File: src/rtl/icu_pkg.sv
package icu_pkg;
   typedef enum logic [1:0] {
      EDGE_OFF  = 2'd0,
      EDGE_RISE = 2'd1,
      EDGE_FALL = 2'd2,
      EDGE_ANY  = 2'd3
   } edge_sel_e;

   localparam int unsigned MAX_CH       = 4;
   localparam int unsigned OFS_CAP_BASE = 'h10;
   localparam int unsigned OFS_SEL_BASE = 'h30;
   localparam int unsigned OFS_CTRL     = 'h50;
   localparam int unsigned OFS_IMASK    = 'h54;
   localparam int unsigned OFS_PEND     = 'h58;
   localparam int unsigned OFS_ACK      = 'h5C;
   localparam int unsigned RUN_BIT      = 10;
   localparam int unsigned DIV_LSB      = 4;
   localparam int unsigned DIV_W        = 5;
   localparam int unsigned PEND_LSB     = 1;
endpackage

File: src/rtl/icu_sync.sv
module icu_sync #(
   parameter int unsigned STAGES = 2
) (
   input  logic clk,
   input  logic rst_n,
   input  logic d,
   output logic q
);
   logic [STAGES-1:0] pipe_q;

   always_ff @(posedge clk or negedge rst_n) begin
      if (!rst_n) pipe_q <= '0;
      else        pipe_q <= {pipe_q[STAGES-2:0], d};
   end

   assign q = pipe_q[STAGES-1];
endmodule

File: src/rtl/icu_timebase.sv
module icu_timebase #(
   parameter int unsigned CNT_W = 32,
   parameter int unsigned DIV_W = 5
) (
   input  logic             clk,
   input  logic             rst_n,
   input  logic             run,
   input  logic [DIV_W-1:0] div,
   output logic [CNT_W-1:0] stamp
);
   logic [DIV_W-1:0] pre_q;
   logic             step;

   // step when the prescale count reaches the divider; >= tolerates a divider lowered while running
   assign step = run && (pre_q >= div);

   always_ff @(posedge clk or negedge rst_n) begin
      if (!rst_n) begin
         pre_q <= '0;
         stamp <= '0;
      end else if (!run) begin
         pre_q <= '0;
         stamp <= '0;
      end else begin
         pre_q <= step ? '0 : pre_q + 1'b1;
         stamp <= stamp + CNT_W'(step);
      end
   end


   cnt_clear_chk: assert property (@(posedge clk) disable iff (!rst_n)
      !run |=> stamp == '0);


   cnt_step_chk: assert property (@(posedge clk) disable iff (!rst_n)
      $past(run) |-> (stamp == $past(stamp) || stamp == CNT_W'($past(stamp) + 1'b1)));
endmodule

File: src/rtl/icu_channel.sv
module icu_channel #(
   parameter int unsigned CNT_W       = 32,
   parameter int unsigned SYNC_STAGES = 2
) (
   input  logic             clk,
   input  logic             rst_n,
   input  logic             pin,
   input  logic             run,
   input  logic [1:0]       sel,
   input  logic [CNT_W-1:0] stamp,
   input  logic             ack,
   output logic [CNT_W-1:0] cap_val,
   output logic             pend
);
   logic pin_s, last_q, rose, fell, hit;

   icu_sync #(.STAGES(SYNC_STAGES)) u_sync (
      .clk  (clk),
      .rst_n(rst_n),
      .d    (pin),
      .q    (pin_s)
   );

   always_ff @(posedge clk or negedge rst_n) begin
      if (!rst_n) last_q <= 1'b0;
      else        last_q <= pin_s;
   end

   assign rose = pin_s & ~last_q;
   assign fell = ~pin_s & last_q;
   // code bit 0 arms low-to-high, bit 1 arms high-to-low; code 3 arms both
   assign hit  = run & ((sel[0] & rose) | (sel[1] & fell));

   always_ff @(posedge clk or negedge rst_n) begin
      if (!rst_n) begin
         cap_val <= '0;
         pend    <= 1'b0;
      end else begin
         if (hit) cap_val <= stamp;
         if (hit)      pend <= 1'b1;
         else if (ack) pend <= 1'b0;
      end
   end


   cap_hold_chk: assert property (@(posedge clk) disable iff (!rst_n)
      !(run && sel != icu_pkg::EDGE_OFF) |=> $stable(cap_val));


   pend_hold_chk: assert property (@(posedge clk) disable iff (!rst_n)
      (pend && !ack) |=> pend);


   pend_clear_chk: assert property (@(posedge clk) disable iff (!rst_n)
      (pend && ack && !run) |=> !pend);
endmodule

File: src/rtl/icu_regs.sv
module icu_regs
   import icu_pkg::*;
#(
   parameter int unsigned NUM_CH = 4,
   parameter int unsigned CNT_W  = 32,
   parameter int unsigned ADDR_W = 8,
   parameter int unsigned DATA_W = 32
) (
   input  logic                    clk,
   input  logic                    rst_n,
   input  logic                    wr,
   input  logic [ADDR_W-1:0]       addr,
   input  logic [DATA_W-1:0]       wdata,
   output logic [DATA_W-1:0]       rdata,
   input  logic [NUM_CH*CNT_W-1:0] cap_flat,
   input  logic [NUM_CH-1:0]       pend,
   output logic                    run,
   output logic [DIV_W-1:0]        div,
   output logic [NUM_CH*2-1:0]     sel_flat,
   output logic [NUM_CH-1:0]       imask,
   output logic [NUM_CH-1:0]       ack
);
   logic [1:0] sel_q [NUM_CH];
   logic       unused_wdata;

   assign unused_wdata = ^wdata;

   always_ff @(posedge clk or negedge rst_n) begin
      if (!rst_n) begin
         run   <= 1'b0;
         div   <= '0;
         imask <= '0;
         for (int i = 0; i < NUM_CH; i++) sel_q[i] <= 2'b00;
      end else if (wr) begin
         if (addr == ADDR_W'(OFS_CTRL)) begin
            run <= wdata[RUN_BIT];
            div <= wdata[DIV_LSB +: DIV_W];
         end
         if (addr == ADDR_W'(OFS_IMASK)) imask <= wdata[PEND_LSB +: NUM_CH];
         for (int i = 0; i < NUM_CH; i++) begin
            if (addr == ADDR_W'(OFS_SEL_BASE + 4 * i)) sel_q[i] <= wdata[1:0];
         end
      end
   end

   assign ack = (wr && addr == ADDR_W'(OFS_ACK)) ? wdata[PEND_LSB +: NUM_CH] : '0;

   for (genvar g = 0; g < NUM_CH; g++) begin : g_sel
      assign sel_flat[2*g +: 2] = sel_q[g];
   end

   always_comb begin
      rdata = '0;
      if (addr == ADDR_W'(OFS_CTRL)) begin
         rdata[RUN_BIT]           = run;
         rdata[DIV_LSB +: DIV_W]  = div;
      end
      if (addr == ADDR_W'(OFS_IMASK)) rdata[PEND_LSB +: NUM_CH] = imask;
      if (addr == ADDR_W'(OFS_PEND))  rdata[PEND_LSB +: NUM_CH] = pend;
      for (int i = 0; i < NUM_CH; i++) begin
         if (addr == ADDR_W'(OFS_CAP_BASE + 4 * i)) rdata[CNT_W-1:0] = cap_flat[i*CNT_W +: CNT_W];
         if (addr == ADDR_W'(OFS_SEL_BASE + 4 * i)) rdata[1:0]       = sel_q[i];
      end
   end


   ack_idle_chk: assert property (@(posedge clk) disable iff (!rst_n)
      !wr |-> ack == '0);
endmodule

File: src/rtl/icu_capture.sv
module icu_capture
   import icu_pkg::*;
#(
   parameter int unsigned NUM_CH      = 4,
   parameter int unsigned CNT_W       = 32,
   parameter int unsigned SYNC_STAGES = 2,
   parameter int unsigned ADDR_W      = 8,
   parameter int unsigned DATA_W      = 32
) (
   input  logic              clk,
   input  logic              rst_n,
   input  logic              reg_wr,
   input  logic [ADDR_W-1:0] reg_addr,
   input  logic [DATA_W-1:0] reg_wdata,
   output logic [DATA_W-1:0] reg_rdata,
   input  logic [NUM_CH-1:0] cap_in,
   output logic              irq
);
   localparam int unsigned SEL_W = 2 * NUM_CH;
   localparam int unsigned CAP_W = NUM_CH * CNT_W;

   if (NUM_CH < 1 || NUM_CH > MAX_CH) begin : g_bad_nch
      $error("icu_capture: NUM_CH must be 1..4");
   end
   if (CNT_W < 1 || CNT_W > DATA_W) begin : g_bad_cnt
      $error("icu_capture: CNT_W must be 1..DATA_W");
   end
   if (SYNC_STAGES < 2) begin : g_bad_sync
      $error("icu_capture: SYNC_STAGES must be at least 2");
   end
   if (ADDR_W < 7 || DATA_W < 11) begin : g_bad_bus
      $error("icu_capture: register port too narrow");
   end

   logic                 run;
   logic [DIV_W-1:0]     div;
   logic [CNT_W-1:0]     stamp;
   logic [SEL_W-1:0]     sel_flat;
   logic [CAP_W-1:0]     cap_flat;
   logic [NUM_CH-1:0]    pend, imask, ack;

   icu_regs #(
      .NUM_CH(NUM_CH), .CNT_W(CNT_W), .ADDR_W(ADDR_W), .DATA_W(DATA_W)
   ) u_regs (
      .clk     (clk),
      .rst_n   (rst_n),
      .wr      (reg_wr),
      .addr    (reg_addr),
      .wdata   (reg_wdata),
      .rdata   (reg_rdata),
      .cap_flat(cap_flat),
      .pend    (pend),
      .run     (run),
      .div     (div),
      .sel_flat(sel_flat),
      .imask   (imask),
      .ack     (ack)
   );

   icu_timebase #(.CNT_W(CNT_W), .DIV_W(DIV_W)) u_tb (
      .clk  (clk),
      .rst_n(rst_n),
      .run  (run),
      .div  (div),
      .stamp(stamp)
   );

   for (genvar g = 0; g < NUM_CH; g++) begin : g_ch
      icu_channel #(.CNT_W(CNT_W), .SYNC_STAGES(SYNC_STAGES)) u_ch (
         .clk    (clk),
         .rst_n  (rst_n),
         .pin    (cap_in[g]),
         .run    (run),
         .sel    (sel_flat[2*g +: 2]),
         .stamp  (stamp),
         .ack    (ack[g]),
         .cap_val(cap_flat[g*CNT_W +: CNT_W]),
         .pend   (pend[g])
      );
   end

   assign irq = |(pend & imask);


   irq_quiet_chk: assert property (@(posedge clk) disable iff (!rst_n)
      (pend == '0) |-> !irq);
endmodule

File: config.mk
export PLATFORM = sky130hd
export DESIGN_NAME = icu_capture
export DESIGN_NICKNAME = d
export VERILOG_FILES = /design/src/rtl/icu_pkg.sv /design/src/rtl/icu_sync.sv /design/src/rtl/icu_timebase.sv /design/src/rtl/icu_channel.sv /design/src/rtl/icu_regs.sv /design/src/rtl/icu_capture.sv
export SDC_FILE = /design/constraint.sdc
export NUM_CORES = 1
export LEC_CHECK = 0
export BUFFER_PORTS_ARGS = -buffer_cell sky130_fd_sc_hd__buf_2
export CAP_MARGIN = 10
export CORE_ASPECT_RATIO = 2
export CORE_UTILIZATION = 54
export DETAILED_ROUTE_END_ITERATION = 8
export GPL_ROUTABILITY_DRIVEN = 0
export HOLD_SLACK_MARGIN = 0.08
export PLACE_DENSITY = 0.76
export SLEW_MARGIN = 20
export SYNTH_ARGS = -nofsm -noshare
export SYNTH_HDL_FRONTEND = slang
export SYNTH_SLANG_ARGS = --single-unit
export TNS_END_PERCENT = 50
File: constraint.sdc
create_clock -name clk -period 2.3 [get_ports clk]
set_input_delay 0.46 -clock clk [delete_from_list [all_inputs] [get_ports clk]]
set_output_delay 0.46 -clock clk [all_outputs]
set_load 0.005 [all_outputs]
# Word-level counts from Yosys, hierarchy flattened
# Cells that the tools add are included.
word_totals:
  regBits: 199
  in_bits: 47
  out_inout_bits: 33
op_classes:
  addsub: 2
  order_cmp: 1
  eq_ne: 12
  muxes: 24
  bitwise_logic: 33
  n_reduce_logical: 13
ops:
  columns: ["op", "count"]
  rows:
  - ["2-to-1 mux 32 bit", 5]
  - ["adder 32 x 1 -> 32 bit", 1]
  - ["equality test 8 x 5 -> 1 bit (second input constant)", 4]
  - ["equality test 8 x 6 -> 1 bit (second input constant)", 4]
  - ["equality test 8 x 7 -> 1 bit (second input constant)", 4]
  - ["AND 1 bit", 20]
  - ["2-to-1 mux 5 bit", 3]
  - ["2-to-1 mux 4 bit", 3]
  - ["AND reduction 2 bit", 6]
  - ["2-to-1 mux 1 bit", 9]
  - ["2-to-1 mux 2 bit", 4]
  - ["inverter 1 bit", 8]
  - ["nonzero test 2 bit", 4]
  - ["adder 5 x 1 -> 5 bit (second input constant)", 1]
  - [">= comparator 5 bit", 1]
  - ["AND 4 bit", 1]
  - ["bitwise OR 1 bit", 4]
  - ["OR reduction 4 bit", 1]
  - ["logical AND 1 bit", 2]

# Depth between registers and ports, before layout
# Gate-level depths: netlist of run 1.
depth:
  word_depth: 12
  mapped_depth: 15
  depth_no_buf: 13

# By module
# From an unflattened synthesis of run 1, not the netlist that was laid out.
unflattened:
  hier_cells: 734
  area_unflattened_um2: 9337.7
modules_own_cells:
  columns: ["module", "instances", "cells_per_inst", "area_each_um2"]
  rows:
  - ["icu_channel", 4, 74, 1287.5]
  - ["icu_regs", 1, 233, 2037.0]
  - ["icu_timebase", 1, 194, 1931.9]
  - ["icu_sync", 4, 2, 50.0]
  - ["icu_capture", 1, 3, 18.8]

# Worst setup path before layout of run 1
# Ideal clock, no wire load.
synth_timing:
  path_type: "reg-to-reg"
  startpoint: "register u_tb.pre_q[0]"
  endpoint: "register u_tb.stamp[18]"
  setup_time_ps: 132
  arrival_ps: 2420
  path_slack_ps: -252
  path_stages_with_launch: 16
  path_buffers: 2
  synth_period_minus_slack_ps: 2552
  path_cell_list: "dfrtp_1 -> inv_1 -> ha_1 -> nand2b_1 -> a21o_1 -> a21oi_1 -> o21ai_0 -> o211a_1 -> ha_1 -> and2_1 -> buf_2 -> and4_1 -> buf_4 -> and3_1 -> xnor2_1 -> nor2_1"
synth_between:
  elab_chain_len: 4
synth_lines:
  columns: ["item", "line_no", "source"]
  rows:
  - ["start, declared", "icu_timebase.sv:11", "logic [DIV_W-1:0] pre_q;"]
  - ["start signal, assigned", "icu_timebase.sv:25", "pre_q <= step ? '0 : pre_q + 1'b1;"]
  - [">= comparator 5 bit", "icu_timebase.sv:15", "assign step = run && (pre_q >= div);"]
  - ["logical AND 1 bit", "icu_timebase.sv:15", null]
  - ["adder 32 x 1 -> 32 bit", "icu_timebase.sv:26", "stamp <= stamp + CNT_W'(step);"]
  - ["2-to-1 mux 32 bit", "icu_timebase.sv:21", "end else if (!run) begin"]
  - ["end signal, assigned", "icu_timebase.sv:26", null]
  - ["end, declared", "icu_timebase.sv:9", "output logic [CNT_W-1:0] stamp"]
# No other way between the ends.
# A chain may end at the register's enable or synchronous reset.

# Worst setup path after layout of run 1
layout_timing:
  startpoint: "register u_regs.div[0]"
  endpoint: "register u_tb.stamp[19]"
layout_between:
  elab_chain_len: 4
layout_lines:
  columns: ["item", "line_no", "source"]
  rows:
  - ["start, declared", "icu_regs.sv:18", "output logic [DIV_W-1:0] div,"]
  - ["start signal, assigned", "icu_regs.sv:37", "div <= wdata[DIV_LSB +: DIV_W];"]
  - [">= comparator 5 bit", "icu_timebase.sv:15", null]
  - ["logical AND 1 bit", "icu_timebase.sv:15", null]
  - ["adder 32 x 1 -> 32 bit", "icu_timebase.sv:26", null]
  - ["2-to-1 mux 32 bit", "icu_timebase.sv:21", null]
# No other way between the ends.

==> results of run 1 <==
==> power groups by stage <==
stage,clock network (uW),registers (uW),logic [uW]
after floorplan,0,3610,133
after global placement,0,3610,308
after detailed placement,0,3610,318
after CTS,3170,3550,325
after global routing,3320,3550,364
final,3130,3550,333
==> state kept, by name (all words and copies together), names as in the netlist <==
| name | count |
|---|---|
| u_tb.stamp | 32 |
| g_ch.u_ch.pend | 4 |
| u_regs.div | 5 |
| g_ch.u_ch.cap_val | 128 |
| u_regs.imask | 4 |
| g_ch.u_ch.last_q | 4 |
| g_ch.u_ch.u_sync.pipe_q | 8 |
| u_regs.sel_flat | 8 |
| u_regs.run | 1 |
| u_tb.pre_q | 5 |
==> worst register-to-register path, stage by stage, from the launching register on <==
cell and delay [ps]:
dfrtp_1 390, ha_1 280, nand2b_1 90, a21o_1 120, a21oi_2 50, o21ai_1 130, o211a_1 200, ha_2 180
and2_4 170, buf_4 130, nand4_4 150, or3_1 350, a21oi_1 150
==> stage by stage <==
stage / std cells / setup TNS (ps)
2_1_floorplan: 735 / -398.4
3_3_place_gp: 991 / -1123
3_5_place_dp: 991 / -2314
4_1_cts: 1028 / -2161
5_1_grt: 1033 / -6109
6_report: 1033 / -2437
==> metal layers <==
| metal | track usage [%] | part of all wire, % | routed length, um | vias to the layer above |
|---|---|---|---|---|
| met5 | 0 | 0 | 0 | - |
| met4 | 12.88 | 3.9 | 840 | 0 |
| met3 | 3.933 | 2.5 | 552 | 58 |
| met2 | 46.85 | 56 | 12250 | 148 |
| met1 | 29.21 | 37 | 8153 | 3342 |
| li1 | - | - | - | 2796 |
==> final timing paths <==
kind | start | endpoint | slack, ps | cells past startpoint
hold reg to reg | g_ch[0].u_ch.u_sync.pipe_q[0]$_DFF_PN0_ | g_ch[0].u_ch.u_sync.pipe_q[1]$_DFF_PN0_ | 350 | 0
setup / recovery | u_regs.div[0]$_DFFE_PN0P_ | u_tb.stamp[19]$_DFF_PN0_ | -160 | 12
setup reg to reg | u_regs.div[0]$_DFFE_PN0P_ | u_tb.stamp[19]$_DFF_PN0_ | -160 | 12
min in group asynchronous | rst_n | g_ch[1].u_ch.last_q$_DFF_PN0_ | 550 | 2
hold / removal | cap_in[3] | g_ch[3].u_ch.u_sync.pipe_q[0]$_DFF_PN0_ | 130 | 1
max in group asynchronous | rst_n | g_ch[1].u_ch.cap_val[27]$_DFFE_PN0P_ | 1000 | 3
==> cells in the final DEF, fill, tap and decap left out, types with 4 or more instances in the layout <==
cell / instances
and3_1: 27
nor3_1: 4
clkinv_4: 4
a22o_1: 8
nand4_1: 5
o21ai_0: 24
buf_12: 8
nand3_2: 5
nor2b_1: 4
nand2_1: 47
nand2_2: 4
mux4_2: 23
inv_1: 12
nand3_1: 12
a22oi_1: 14
mux2_2: 133
a21oi_1: 11
clkbuf_16: 17
buf_4: 42
ha_1: 6
a21oi_2: 5
o22ai_1: 6
xor2_1: 12
nand4_4: 4
buf_2: 55
dfrtp_1: 199
mux2i_1: 4
nor2_1: 41
xnor2_1: 14
==> cell families (layout without fill, tap and decap cells) <==
| kind of cell | after synthesis | count (layout) | share of synthesized area, % |
|---|---|---|---|
| buffers and inverters | 64 | 154 | 3.183 |
| and+or+nand+nor | 187 | 188 | 11.36 |
| AOI/OAI and AO/OA | 88 | 88 | 6.125 |
| muxes | 160 | 160 | 22.07 |
| adders and majority gates | 8 | 8 | 1.075 |
| DFF | 199 | 199 | 53.46 |
| xor gates and xnor gates | 29 | 29 | 2.727 |
==> timing repair <==
item / 4_1_cts / 5_1_grt
endpoints found under the setup margin: 33 / 41
hold buffers: 1 / 0
resized for setup: 12 / 29
endpoints found under the hold margin: 53 / 0
setup buffers: 3 / 5
gates cloned: 1 / 0
pin swaps: 9 / 10
==> final cells by class <==
cell class	count	area (sq um)	share of cell area, %
Sequential cell	199	4980	45.42
Multi-Input combinational cell	473	4244	38.71
Timing Repair Buffer	110	812.0	7.407
Clock buffer	19	452.9	4.131
Tap cell	207	259.0	2.362
Clock inverter	13	170.2	1.552
Inverter	12	45.04	0.4109
==> run metrics, run 1 <==
status finished, violations left; failing checks setup timing; area added between synthesis and finish 17.69%; CTS Buf Count 17; Netlist cell types 54; worst-path cell chain ha_1, nand2b_1, a21o_1, a21oi_2, o21ai_1, o211a_1, ha_2, and2_4, buf_4, nand4_4, or3_1, a21oi_1; remaining antenna violation count after routing 0; root buf cell clkbuf_16; dpl cell area 10070 sq um; CP Capture Type flop; placeable core area ~17000 sq um; Cell Pwr Density roughly 640 nW/um^2; CP peak stage delay ~400 ps; final instance area around 11000 sq um; die area ~18000 sq um; cell family with most CP delay simple AND/OR/NAND/NOR gates; Main synth FF type dfrtp_1; Reg clk slew, reported paths 80 ps; die width approximately 95 um; fin crit period approximately 2500 ps; H-tree levels 4; DRT iter0 DRCs 341; Post-synth top cells dfrtp_1 (199), mux2_2 (133), nand2_1 (52), nor2_1 (43), and3_1 (28); peak supply drop roughly 0.00041 V; final wirelength 21800 um; vias in the first global route about 6900; Worst Max-Slew Pin Slew ~560 ps; cell count after synthesis 735; final worst slack -165.0 ps; max_slew headroom a little over three fifths; P_leak around 0.0053 uW; drt pass-1 iters 5; Comb pwr share under 10%; Fill cells 1208; CTS tree built; Seq pwr share 50.6%; Tcrit/Tclk final 107.2%; Synthesized Nets 790; largest net degree at the start of global routing 62; worst hold path type input pin to flop; Final Setup Violations 27; RSZ-0062 raised after global routing yes; initial antenna violation count 0; most common cell in the netlist dfrtp_1; Place WS -191.6 ps; top cell type's share of synthesized area a little over half; hold_ws about 130 ps; FFs w/ async S/R, synth between 90% and 100%; Sw Share between 20% and 30%; final net count ~870; NetSw 1582 uW; Avg Inst Size Synth approximately 13 sq um; pins over their slew limit 0; port buffer count 57; Pwr Total 7012 uW; initial core utilization a little under three fifths; startpoint types flop; largest cells by area after synthesis dfrtp_1 (53%), mux2_2 (16%), mux4_2 (5.6%); hpwl dp approximately 14000 um; CP Data Arrival Time between 2000 and 3000 ps; # diodes 0; number of synthesized register bits a little under 200; final hold vios 0; Pint 5430 uW; synth warn 0; share of layout cells above drive strength 1 ~42%; Max Cap Viol 0; Top Ports 80; Avg Vias per Cell slightly above 6; Worst Path Class, Setup flop to flop; number of synthesized flops with an enable pin 0; later-pin clock latency in the skew report 440 ps; post-DR wirelength/cell around 21 um; GRT Util Overall a little over a quarter; clock tree sinks 199; number of remaining DRC errors 0; Vias 6344; Syn Std Cell Area between 9000 and 10000 sq um; sequential share of the synthesized area between 50% and 60%; Setup Skew 10.11 ps; CP max FO 4; Die Y ~190 um; num rows 67; Layout Utilization between 60 and 70%; global-route wire length before repair about 35000 um; Max clock buf depth 2; fmax slightly above 0.4 GHz; remaining global-route overflow 0; slowest stage cell, crit path dfrtp_1; CP required approximately 2700 ps; largest area contributor in the netlist dfrtp_1; clock share of power 44.7%; CP bufs+invs 1
(Power assumes the default switching activity.)
==> run 2: changes to the inputs <==
--- a/config.mk
+++ b/config.mk
@@ -13,5 +13,5 @@
 export GPL_ROUTABILITY_DRIVEN = 0
 export HOLD_SLACK_MARGIN = 0.08
-export PLACE_DENSITY = 0.76
+export PLACE_DENSITY_LB_ADDON = 0.2
 export SLEW_MARGIN = 20
 export SYNTH_ARGS = -nofsm -noshare
==> constraint.sdc (replaced) <==
create_clock -name clk -period 2.3 [get_ports clk]
set_input_delay 0.115 -clock clk [delete_from_list [all_inputs] [get_ports clk]]
set_output_delay 0.115 -clock clk [all_outputs]
set_load 0.005 [all_outputs]
==> run 2 against run 1 <==
  * The run still ends with setup timing left
  * Setup slack better by 40 ps
  * Routed wire length up 0.61%
  * Clock skew down 3.5 ps
  * Core utilization down 0.52 points
  * Critical path depth unchanged
  * Hold slack worse by 24 ps
  * Sequential cell count unchanged
  * Clock power up 6%
  * Critical endpoint is now u_tb.stamp[18]$_DFF_PN0_
  * Largest power group unchanged
  * Highest routed layer unchanged
==> run metrics, run 2 (synthesized netlist as in run 1, its figures left out) <==
Pint approximately 5600 uW; Cell Pwr Density ~660 nW/um^2; Most flops, register g_ch.u_ch.cap_val; most frequent cells in the layout dfrtp_1 (199), mux2_2 (133), buf_2 (56); crit path capture u_tb.stamp[18]$_DFF_PN0_; GRT Util Overall 26.64%; Non-Filler Instances between 1000 and 1500; Sw Share between 20% and 30%; max_slew headroom a little under three fifths; peak supply drop between 0.0004 and 0.0005 V; CP Capture Type flop; CTS Buf Count 17; post-DR wirelength/cell between 20 and 25 um; CP Data Arrival Time 2730 ps; global-route wire length before repair 35650 um; uppermost layer routed met4; cell count after placement 978; pins over their slew limit 0; met2 WL between 10000 and 15000 um; CP required around 2600 ps; worst hold path type input pin to flop; largest net degree at the start of global routing 76; initial core utilization a little under three fifths; Max Cap Viol 0; met3 wire len 857 um; vias in the first global route ~6900; remaining global-route overflow 0; Top Ports 80; die width ~95 um; RR Startpoint u_regs.div[0]$_DFFE_PN0P_; placeable core area 16850 sq um; H-tree levels 4; flop2flop setup slack -130 ps; later-pin clock latency in the skew report 430 ps; share of layout cells above drive strength 1 39.00%; Comb pwr share under 10%; top flop regs g_ch.u_ch.cap_val: 128 flops, u_tb.stamp: 32 flops; CP startpoint u_regs.div[0]$_DFFE_PN0P_; Tcrit/Tclk final 105.4%; initial antenna violation count 0; NetSw 1577 uW; num rows 67; drt pass-1 iters 4; Max clock buf depth 2; Worst Max-Slew Pin Slew 648.1 ps; FF-to-FF path depth 12; hpwl dp roughly 14000 um; Place WS -138.4 ps; CTS tree built; # diodes 0; final hold vios 0; CP max FO 8; Reg clk slew, reported paths roughly 70 ps; startpoint types flop; status finished, violations left; failing checks setup timing; final setup TNS -1189 ps; remaining antenna violation count after routing 0; root buf cell clkbuf_16; fmax roughly 0.41 GHz; area added between synthesis and finish 16.75%; Setup Skew around 6.6 ps; Pwr Total 7195 uW; port buffer count 57; Seq pwr share between 40% and 50%; number of remaining DRC errors 0; metal1 wirelength 8181 um; final net count about 870; final wirelength between 20000 and 25000 um; RR Endpoint u_tb.stamp[18]$_DFF_PN0_; DRT iter0 DRCs 313; Worst Path Class, Setup flop to flop; commonest non-fill, non-tap cell in the layout dfrtp_1; final worst slack -125.3 ps; Largest register FFs 128; die area around 18000 sq um; clock share of power around 46%; RSZ-0062 raised after global routing yes; fin crit period ~2400 ps; Final Setup Violations 21; Fill cells roughly 1300; clock tree sinks approximately 200; Vias a little over 6000; P_leak around 0.0052 uW; Die Y between 150 and 200 um; Avg Vias per Cell 6.041
run 2: per-stage QoR:
step | instance area (sq um) | hold slack (ps) | utilization [%]
5_1_grt | 10880 | 107.8 | 64.54
3_3_place_gp | 9950 | 164.2 | 59.05
3_5_place_dp | 9950 | 180.8 | 59.05
2_1_floorplan | 9339 | -180.6 | -
4_1_cts | 10820 | 92.49 | 64.21
6_report | 10880 | 106.7 | 64.54
run 2: final cells by class:
| class | instances | area [sq um] | share of cell area [%] |
|---|---|---|---|
| Clock buffer | 18 | 439.2 | 4.038 |
| Clock inverter | 14 | 220.2 | 2.025 |
| Inverter | 12 | 45.04 | 0.4142 |
| Multi-Input combinational cell | 473 | 4150 | 38.16 |
| Sequential cell | 199 | 4980 | 45.79 |
| Tap cell | 207 | 259.0 | 2.382 |
| Timing Repair Buffer | 107 | 782.0 | 7.191 |
run 2: how the worst min path moves through the flow:
stage | slack (ps) | cells past startpoint | startpoint | endpoint
after floorplan | -180 | 0 | rst_n | g_ch[0].u_ch.cap_val[0]$_DFFE_PN0P_
after global placement | 160 | 1 | rst_n | g_ch[3].u_ch.u_sync.pipe_q[1]$_DFF_PN0_
after detailed placement | 180 | 1 | rst_n | g_ch[3].u_ch.u_sync.pipe_q[1]$_DFF_PN0_
after CTS | 90 | 3 | reg_addr[0] | u_regs.sel_flat[2]$_DFFE_PN0P_
after global routing | 110 | 3 | reg_addr[0] | u_regs.sel_flat[3]$_DFFE_PN0P_
final | 110 | 3 | reg_addr[0] | u_regs.sel_flat[2]$_DFFE_PN0P_
run 2: what timing repair did:
item | CTS | global route
gates resized for setup | 6 | 9
hold endpoints to repair | 95 | 0
endpoints found under the setup margin | 23 | 30
gates cloned | 1 | 0
pin swaps | 4 | 4
buffers inserted | 3 | 1
hold buffers | 15 | 0
run 2: worst max-delay path, stage by stage, from the launching register on:
cell      delay (ps)
dfrtp_1          390
ha_1             280
nand2b_1         140
a21o_1           160
a21oi_2          130
o21ai_1           80
o211a_1          140
ha_2             170
and2_4           160
and4_4           210
and3_4           200
xnor2_2          180
nor2_1            60
run 2: layer usage:
layer | track usage [%] | vias to the layer above
li1 | - | 2788
met1 | 30.40 | 3201
met2 | 47.12 | 181
met3 | 3.690 | 52
met4 | 13.75 | 0
met5 | 0 | -
run 2: power by group through the flow:
stage | registers, uW | logic (uW) | clock network (uW)
final | 3550 | 324 | 3320
after detailed placement | 3610 | 304 | 0
after floorplan | 3610 | 133 | 0
after global routing | 3550 | 359 | 3500
after CTS | 3550 | 329 | 3370
after global placement | 3610 | 296 | 0
